$ cat config.mk
export PLATFORM = sky130hd
export DESIGN_NAME = exc_select
export DESIGN_NICKNAME = d
export VERILOG_FILES = /design/src/rtl/exc_pkg.sv /design/src/rtl/exc_pend.sv /design/src/rtl/exc_irq_arb.sv /design/src/rtl/exc_fsm.sv /design/src/rtl/exc_select.sv
export SDC_FILE = /design/constraint.sdc
export NUM_CORES = 1
export LEC_CHECK = 0
export BUFFER_PORTS_ARGS = -buffer_cell sky130_fd_sc_hd__buf_2
export CAP_MARGIN = 20
export CORE_UTILIZATION = 48
export DETAILED_ROUTE_END_ITERATION = 16
export HOLD_SLACK_MARGIN = 0.12
export PLACE_DENSITY_LB_ADDON = 0.3
export SYNTH_ARGS = -nofsm -noshare
export SYNTH_HDL_FRONTEND = slang
export SYNTH_SLANG_ARGS = --single-unit
$ cat constraint.sdc
create_clock -name clk -period 15.9 [get_ports clk]
set_input_delay 1.59 -clock clk [delete_from_list [all_inputs] [get_ports clk]]
set_output_delay 1.59 -clock clk [all_outputs]
set_load 0.02 [all_outputs]
$ cat src/rtl/exc_pkg.sv
package exc_pkg;
    localparam int IDX_W = 7;

    typedef enum logic [1:0] {
        PATH_RESET = 2'd0,
        PATH_SOFT  = 2'd1,
        PATH_PIN   = 2'd2,
        PATH_IRQ   = 2'd3
    } exc_path_e;

    typedef enum logic [1:0] {
        ST_BOOT,
        ST_IDLE,
        ST_OFFER,
        ST_GAP
    } exc_state_e;

    localparam logic [IDX_W-1:0] VEC_RESET = 7'd0;
    localparam logic [IDX_W-1:0] VEC_MACH  = 7'd1;
    localparam logic [IDX_W-1:0] VEC_SW0   = 7'd2;
    localparam logic [IDX_W-1:0] VEC_PIN   = 7'd6;
    localparam logic [IDX_W-1:0] VEC_IRQ0  = 7'd8;
    localparam int               NUM_SW    = 4;
endpackage

$ cat src/rtl/exc_pend.sv
module exc_pend
    import exc_pkg::*;
#(
    parameter int NUM_IRQ = 8,
    parameter int PRIO_W  = 3
) (
    input  logic                      clk,
    input  logic                      rst_n,
    input  logic                      mach_evt,
    input  logic [NUM_SW-1:0]         sw_evt,
    input  logic                      pin_irq,
    input  logic [NUM_IRQ-1:0]        irq_req,
    input  logic [NUM_IRQ*PRIO_W-1:0] irq_prio,
    input  logic                      cc_wr,
    input  logic                      cc_x,
    input  logic                      cc_i,
    input  logic [PRIO_W-1:0]         cc_lvl,
    input  logic                      clr_mach,
    input  logic [NUM_SW-1:0]         clr_sw,
    output logic                      pend_mach,
    output logic [NUM_SW-1:0]         pend_sw,
    output logic                      pin_q,
    output logic [NUM_IRQ-1:0]        req_q,
    output logic [NUM_IRQ*PRIO_W-1:0] prio_q,
    output logic                      x_flag,
    output logic                      i_flag,
    output logic [PRIO_W-1:0]         lvl_q
);

    always_ff @(posedge clk or negedge rst_n) begin
        if (!rst_n) begin
            pend_mach <= 1'b0;
            pend_sw   <= '0;
            pin_q     <= 1'b0;
            req_q     <= '0;
            prio_q    <= '0;
            x_flag    <= 1'b1;
            i_flag    <= 1'b1;
            lvl_q     <= '0;
        end else begin
            pend_mach <= mach_evt | (pend_mach & ~clr_mach);
            pend_sw   <= sw_evt | (pend_sw & ~clr_sw);
            pin_q     <= pin_irq;
            req_q     <= irq_req;
            prio_q    <= irq_prio;
            if (cc_wr) begin
                x_flag <= cc_x;
                i_flag <= cc_i;
                lvl_q  <= cc_lvl;
            end
        end
    end

    // a software event survives every cycle in which the controller does not clear it
    for (genvar k = 0; k < NUM_SW; k++) begin : g_hold
        a_r4_sw_hold: assert property (@(posedge clk) disable iff (!rst_n)
            (pend_sw[k] && !clr_sw[k]) |=> pend_sw[k]);
    end

    a_r4_mach_hold: assert property (@(posedge clk) disable iff (!rst_n)
        (pend_mach && !clr_mach) |=> pend_mach);

endmodule

$ cat src/rtl/exc_irq_arb.sv
module exc_irq_arb
    import exc_pkg::*;
#(
    parameter int NUM_IRQ = 8,
    parameter int PRIO_W  = 3
) (
    input  logic [NUM_IRQ-1:0]        req_q,
    input  logic [NUM_IRQ*PRIO_W-1:0] prio_q,
    input  logic [PRIO_W-1:0]         lvl_q,
    output logic                      irq_any,
    output logic [IDX_W-1:0]          irq_idx
);

    logic [PRIO_W-1:0] best_p;
    logic [IDX_W-1:0]  best_i;

    // Ascending scan with strict compare keeps the lower index on equal priority.
    always_comb begin
        irq_any = 1'b0;
        best_p  = '0;
        best_i  = '0;
        for (int i = 0; i < NUM_IRQ; i++) begin
            if (req_q[i] && (prio_q[i*PRIO_W +: PRIO_W] > lvl_q)) begin
                if (!irq_any || (prio_q[i*PRIO_W +: PRIO_W] > best_p)) begin
                    irq_any = 1'b1;
                    best_p  = prio_q[i*PRIO_W +: PRIO_W];
                    best_i  = IDX_W'(i);
                end
            end
        end
        irq_idx = VEC_IRQ0 + best_i;
    end

endmodule

$ cat src/rtl/exc_fsm.sv
module exc_fsm
    import exc_pkg::*;
(
    input  logic              clk,
    input  logic              rst_n,
    input  logic              exc_ack,
    input  logic              pend_mach,
    input  logic [NUM_SW-1:0] pend_sw,
    input  logic              pin_q,
    input  logic              x_flag,
    input  logic              i_flag,
    input  logic              irq_any,
    input  logic [IDX_W-1:0]  irq_idx,
    output logic              req_valid,
    output logic [IDX_W-1:0]  vec_idx,
    output exc_path_e         exc_path,
    output logic              clr_mach,
    output logic [NUM_SW-1:0] clr_sw
);

    exc_state_e       state, nxt;
    logic             cand_v;
    logic [IDX_W-1:0] cand_idx;
    exc_path_e        cand_path;
    logic [IDX_W-1:0] idx_q;
    exc_path_e        path_q;

    // Candidate: later assignments override earlier ones, so the last is highest rank.
    always_comb begin
        cand_v    = 1'b0;
        cand_idx  = VEC_RESET;
        cand_path = PATH_RESET;
        if (irq_any && !i_flag) begin
            cand_v    = 1'b1;
            cand_idx  = irq_idx;
            cand_path = PATH_IRQ;
        end
        if (pin_q && !x_flag) begin
            cand_v    = 1'b1;
            cand_idx  = VEC_PIN;
            cand_path = PATH_PIN;
        end
        for (int k = NUM_SW - 1; k >= 0; k--) begin
            if (pend_sw[k]) begin
                cand_v    = 1'b1;
                cand_idx  = VEC_SW0 + IDX_W'(k);
                cand_path = PATH_SOFT;
            end
        end
        if (pend_mach) begin
            cand_v    = 1'b1;
            cand_idx  = VEC_MACH;
            cand_path = PATH_SOFT;
        end
    end

    always_comb begin
        nxt = state;
        unique case (state)
            ST_BOOT:  nxt = exc_ack ? ST_GAP : ST_BOOT;
            ST_IDLE:  nxt = cand_v ? ST_OFFER : ST_IDLE;
            ST_OFFER: nxt = exc_ack ? ST_GAP : ST_OFFER;
            ST_GAP:   nxt = ST_IDLE;
        endcase
    end

    always_ff @(posedge clk or negedge rst_n) begin
        if (!rst_n) state <= ST_BOOT;
        else        state <= nxt;
    end

    always_ff @(posedge clk or negedge rst_n) begin
        if (!rst_n) begin
            idx_q  <= VEC_RESET;
            path_q <= PATH_RESET;
        end else if (state == ST_IDLE && cand_v) begin
            idx_q  <= cand_idx;
            path_q <= cand_path;
        end
    end

    always_comb begin
        req_valid = 1'b0;
        clr_mach  = 1'b0;
        clr_sw    = '0;
        unique case (state)
            ST_BOOT:  req_valid = 1'b1;
            ST_OFFER: begin
                req_valid = 1'b1;
                if (exc_ack && path_q == PATH_SOFT) begin
                    clr_mach = (idx_q == VEC_MACH);
                    for (int k = 0; k < NUM_SW; k++)
                        clr_sw[k] = (idx_q == VEC_SW0 + IDX_W'(k));
                end
            end
            ST_IDLE, ST_GAP: req_valid = 1'b0;
        endcase
    end

    assign vec_idx  = idx_q;
    assign exc_path = path_q;

    // an unacknowledged offer keeps its content
    a_r10_hold_stable: assert property (@(posedge clk) disable iff (!rst_n)
        (state == ST_OFFER && !exc_ack) |=> (req_valid && $stable(vec_idx) && $stable(exc_path)));

    // acknowledge withdraws the offer on the next cycle
    a_r10_ack_drop: assert property (@(posedge clk) disable iff (!rst_n)
        (req_valid && exc_ack) |=> !req_valid);

endmodule

$ cat src/rtl/exc_select.sv
module exc_select
    import exc_pkg::*;
#(
    parameter int NUM_IRQ = 8,
    parameter int PRIO_W  = 3,
    parameter int ADDR_W  = 24
) (
    input  logic                      clk,
    input  logic                      rst_n,
    input  logic                      mach_evt,
    input  logic [3:0]                sw_evt,
    input  logic                      pin_irq,
    input  logic [NUM_IRQ-1:0]        irq_req,
    input  logic [NUM_IRQ*PRIO_W-1:0] irq_prio,
    input  logic                      cc_wr,
    input  logic                      cc_x,
    input  logic                      cc_i,
    input  logic [PRIO_W-1:0]         cc_lvl,
    input  logic [ADDR_W-1:0]         vec_base,
    input  logic                      exc_ack,
    output logic                      req_valid,
    output logic [6:0]                vec_idx,
    output logic [1:0]                exc_path,
    output logic [ADDR_W-1:0]         vec_addr,
    output logic                      x_flag,
    output logic                      i_flag
);

    logic                      pend_mach, pin_q, irq_any, clr_mach;
    logic [NUM_SW-1:0]         pend_sw, clr_sw;
    logic [NUM_IRQ-1:0]        req_q;
    logic [NUM_IRQ*PRIO_W-1:0] prio_q;
    logic [PRIO_W-1:0]         lvl_q;
    logic [IDX_W-1:0]          irq_idx;
    exc_path_e                 path_e;

    exc_pend #(.NUM_IRQ(NUM_IRQ), .PRIO_W(PRIO_W)) u_pend (
        .clk(clk), .rst_n(rst_n), .mach_evt(mach_evt), .sw_evt(sw_evt),
        .pin_irq(pin_irq), .irq_req(irq_req), .irq_prio(irq_prio),
        .cc_wr(cc_wr), .cc_x(cc_x), .cc_i(cc_i), .cc_lvl(cc_lvl),
        .clr_mach(clr_mach), .clr_sw(clr_sw),
        .pend_mach(pend_mach), .pend_sw(pend_sw), .pin_q(pin_q),
        .req_q(req_q), .prio_q(prio_q), .x_flag(x_flag), .i_flag(i_flag),
        .lvl_q(lvl_q)
    );

    exc_irq_arb #(.NUM_IRQ(NUM_IRQ), .PRIO_W(PRIO_W)) u_arb (
        .req_q(req_q), .prio_q(prio_q), .lvl_q(lvl_q),
        .irq_any(irq_any), .irq_idx(irq_idx)
    );

    exc_fsm u_fsm (
        .clk(clk), .rst_n(rst_n), .exc_ack(exc_ack),
        .pend_mach(pend_mach), .pend_sw(pend_sw), .pin_q(pin_q),
        .x_flag(x_flag), .i_flag(i_flag), .irq_any(irq_any), .irq_idx(irq_idx),
        .req_valid(req_valid), .vec_idx(vec_idx), .exc_path(path_e),
        .clr_mach(clr_mach), .clr_sw(clr_sw)
    );

    assign exc_path = path_e;
    assign vec_addr = vec_base + ADDR_W'({vec_idx, 2'b00});

    // a newly offered pin interrupt was chosen while the X mask was clear
    a_r3_pin_gate: assert property (@(posedge clk) disable iff (!rst_n)
        ($rose(req_valid) && exc_path == PATH_PIN) |-> !$past(x_flag));

    // a newly offered peripheral request was chosen while the I mask was clear
    a_r5_irq_gate: assert property (@(posedge clk) disable iff (!rst_n)
        ($rose(req_valid) && exc_path == PATH_IRQ) |-> !$past(i_flag));

endmodule

==> impl_results.md <==
- Post_cts resized: 0
- Worst slew margin: 60.2%
- Initial cell density of the core: 50.1%
- Clock-pin slew on the worst setup and hold paths: 0.09 ns
- CTS max path bufs: 2
- Mux cell area share after synthesis: 2.02%
- Setup tns final: 0 ns
- Critical Path RT: 16.10 ns
- Worst setup EP type: flop
- Crit-path max FO: 12
- Synth area leader: dfrtp_1
- Pwr Density: 101 nW/um^2
- Post-layout worst setup margin: 4.45 ns
- Outcome: finished clean
- Hold Vio Cnt, Final: 0
- Minimum clock period: 11.45 ns
- Ys Warns: 0
- DR WL/cell: 13.7 um
- Synth Area in XOR/XNOR: 4.79%
- 1st-pass router iterations: 4
- Max incr delay on CP: 0.37 ns
- Final wirelength: 8010 um
- Startpoint Class: flop
- Synthesized netlist cell count: 386
- Global Route Usage Sum: 20.8%
- # fillers: 663
- Seq cells post-synth: 51
- Max Clock Freq: 87.4 MHz
- Max Cap Viol: 0
- Cell mode on critical path: ha_1
- Cts bufs inserted: 5
- Die width: 89.3 um
- Setup Crit Path Kind: flop to flop
- Worst slack, placed: 4.50 ns
- Post-route ant nets: 0
- Layout cells sized above 1: 27.1%
- Post-CTS Setup Inserts: 0
- Via count: 3176
- Adder-cell share of the synthesized area: 17.3%
- Top post-synthesis cells by area: dfrtp_1, ha_1, inv_1
- Worst Skew: 0.00439 ns
- CORE AREA: 7290 sq um
- Initial antenna violation count: 0
- Compound-Gate Fraction of Synth Area: 18.5%
- Final HPWL DP: 6510 um
- CTS H-Tree Depth: 2
- Die height: 89.3 um
- Multi-input combinational cell area: 2210 sq um
- Largest net degree at the start of global routing: 52
- Slowest-stage cell, CP: dfrtp_1
- Post-synthesis simple-gate area fraction: 17.5%
- Share of the synthesized area in the top cell type: 33.5%
- First-pass GRT wire length: 12600 um
- Number of synthesized flops with an enable pin: 0
- Boundary pin count: 107
- Yosys cell types: 59
- DR vias/cell: 5.42
- Largest family of logic cells by synthesized area: compound AO/OA/AOI/OAI gates
- Delay-heaviest family, CP: compound AO/OA/AOI/OAI gates
- Hold Path Class: flop to flop
- Final nets: 607
- LEAKAGE: 2.11 nW
- Clock root cell: clkbuf_8
- Grt total ovfl: 0
- Syn avg cell area: 9.47 sq um
- Slew @ Worst Pin: 0.592 ns
- Buffers added on ports: 99
- IR drop worst, VDD: 0.0420 mV
- Gp weighted congestion: 0.901
- DIE AREA: 7970 sq um
- FF+latch area: 1280 sq um
- CTS tree: built
- Final setup fails: 0
- Mapped Area: 3660 sq um
- Hold_buf cts: 0
- Pins Over Slew Limit: 0
- Crit path DAT: 11.65 ns
- FP Rows: 31
- RSZ-0062 raised after global routing: false
- Vias in the first global route: 2895
- Antenna Cells: 0
- Synth Flop Type: dfrtp_1
- Final worst path period share: 72.0%
- Crit path buffers/inverters: 2
- Initial DRC count: 140
- Register area share after synthesis: 35.0%
- Layout area overhead: 18.6%
- Clk sink count: 51
- Worst-skew pair later-pin latency: 0.31 ns
- Fraction of registers with async set/reset: 100%
- DRC viols: 0
==> power breakdown <==
part           leakage (nW)  total [mW]  switching (mW)  internal, mW
registers             0.580       0.156          0.0135         0.143
logic                  1.48       0.206           0.116        0.0894
clock network        0.0485      0.0761          0.0445        0.0316
==> cells in the mapped netlist, types with 2 or more instances <==
cell      number
xor2_1         7
ha_1          49
o311a_1        2
dfrtp_1       49
or2_1          2
a21oi_1       21
o21bai_1       2
mux2_2         3
nor3_1         6
nand2_1       24
o21ai_1        3
a21o_1        10
inv_1         32
nor2_1        31
buf_4          6
nand2b_1       7
nand4_1        2
o21a_1         6
xnor2_1       13
and3_2         2
a22oi_1        5
nand3_1       16
and3_1         6
and2_1         2
a22o_1         3
a31oi_1        5
and2_4         2
o21ai_0       16
mux2_4         2
nor2b_1       11
a31o_2         2
o31ai_1        4
o31a_1         5
or3_1          2
dfstp_2        2
clkbuf_1       2
nand3b_1       2
==> cells by family (layout without fill, tap and decap cells) <==
group | after synthesis | count (layout)
compound gates | 96 | 96
xor+xnor | 20 | 20
fa+ha+maj | 50 | 50
buf+inv | 41 | 140
flops | 51 | 51
mux | 6 | 6
other cells | 1 | 3
simple gates | 121 | 121
==> worst register-to-register path: cells and delay by family (launching register included) <==
family / cells / cell delay (ns)
mux: 1 / 0.32
buf+inv: 2 / 0.34
fa+ha+maj: 8 / 2.25
compound gates: 31 / 5.86
simple gates: 13 / 2.20
flops: 1 / 0.37
==> metrics by stage <==
step	cell area (sq um)	power, mW	std cells	hold WS, ns	util, %
floorplan	3660	0.308	388	0.481	-
finish	4340	0.438	586	0.519	59.5
detailed placement	4230	0.363	577	0.511	57.9
global placement	4230	0.357	577	0.496	57.9
global route	4340	0.475	586	0.555	59.5
CTS	4320	0.441	585	0.524	59.2
==> layout by cell type (no fill, tap or decap), types with 10 or more instances in the layout <==
master    n
xnor2_1  13
nand3_1  16
a21o_1   10
ha_1     49
inv_1    32
dfrtp_1  49
nand2_1  24
nor2_1   31
a21oi_1  21
buf_2    99
nor2b_1  11
o21ai_0  16
==> registers in the layout, indices dropped and copies added (netlist names) <==
name and cells:
u_pend.prio_q 24, u_fsm.vec_idx 4, u_pend.i_flag 1, u_fsm.exc_path 2, u_pend.pin_q 1, u_pend.pend_mach 1
u_pend.lvl_q 3, u_pend.req_q 8, u_pend.x_flag 1, u_fsm.state 2, u_pend.pend_sw 4
==> per-layer routing <==
metal  track usage (%)  routed length (um)  up-vias
met5                 0                   0        -
met3              4.89                 455       21
met1              24.8                3490     1497
met2              37.0                3880       94
li1                  -                   -     1564
met4              6.93                 193        0
==> layout make-up <==
cell class | count | area share (%)
multi-input combinational | 296 | 50.9
tap | 99 | 2.86
clock inverter | 3 | 0.519
sequential | 51 | 29.5
timing repair buffer | 100 | 11.9
clock buffer | 5 | 1.59
inverter | 32 | 2.77
==> worst paths after layout <==
| kind | start | to | slack [ns] | cells after the start |
|---|---|---|---|---|
| max in group asynchronous | rst_n | u_pend.x_flag | 14.07 | 2 |
| max reg2reg | u_pend.lvl_q[2] | u_fsm.vec_idx[2] | 4.45 | 55 |
| max | u_pend.lvl_q[2] | u_fsm.vec_idx[2] | 4.45 | 55 |
| min in group asynchronous | rst_n | u_pend.req_q[3] | 1.23 | 1 |
| min | u_fsm.state[0] | u_fsm.state[1] | 0.52 | 1 |
| min reg2reg | u_fsm.state[0] | u_fsm.state[1] | 0.52 | 1 |
Note: power is estimated with default switching activity, not from simulation.
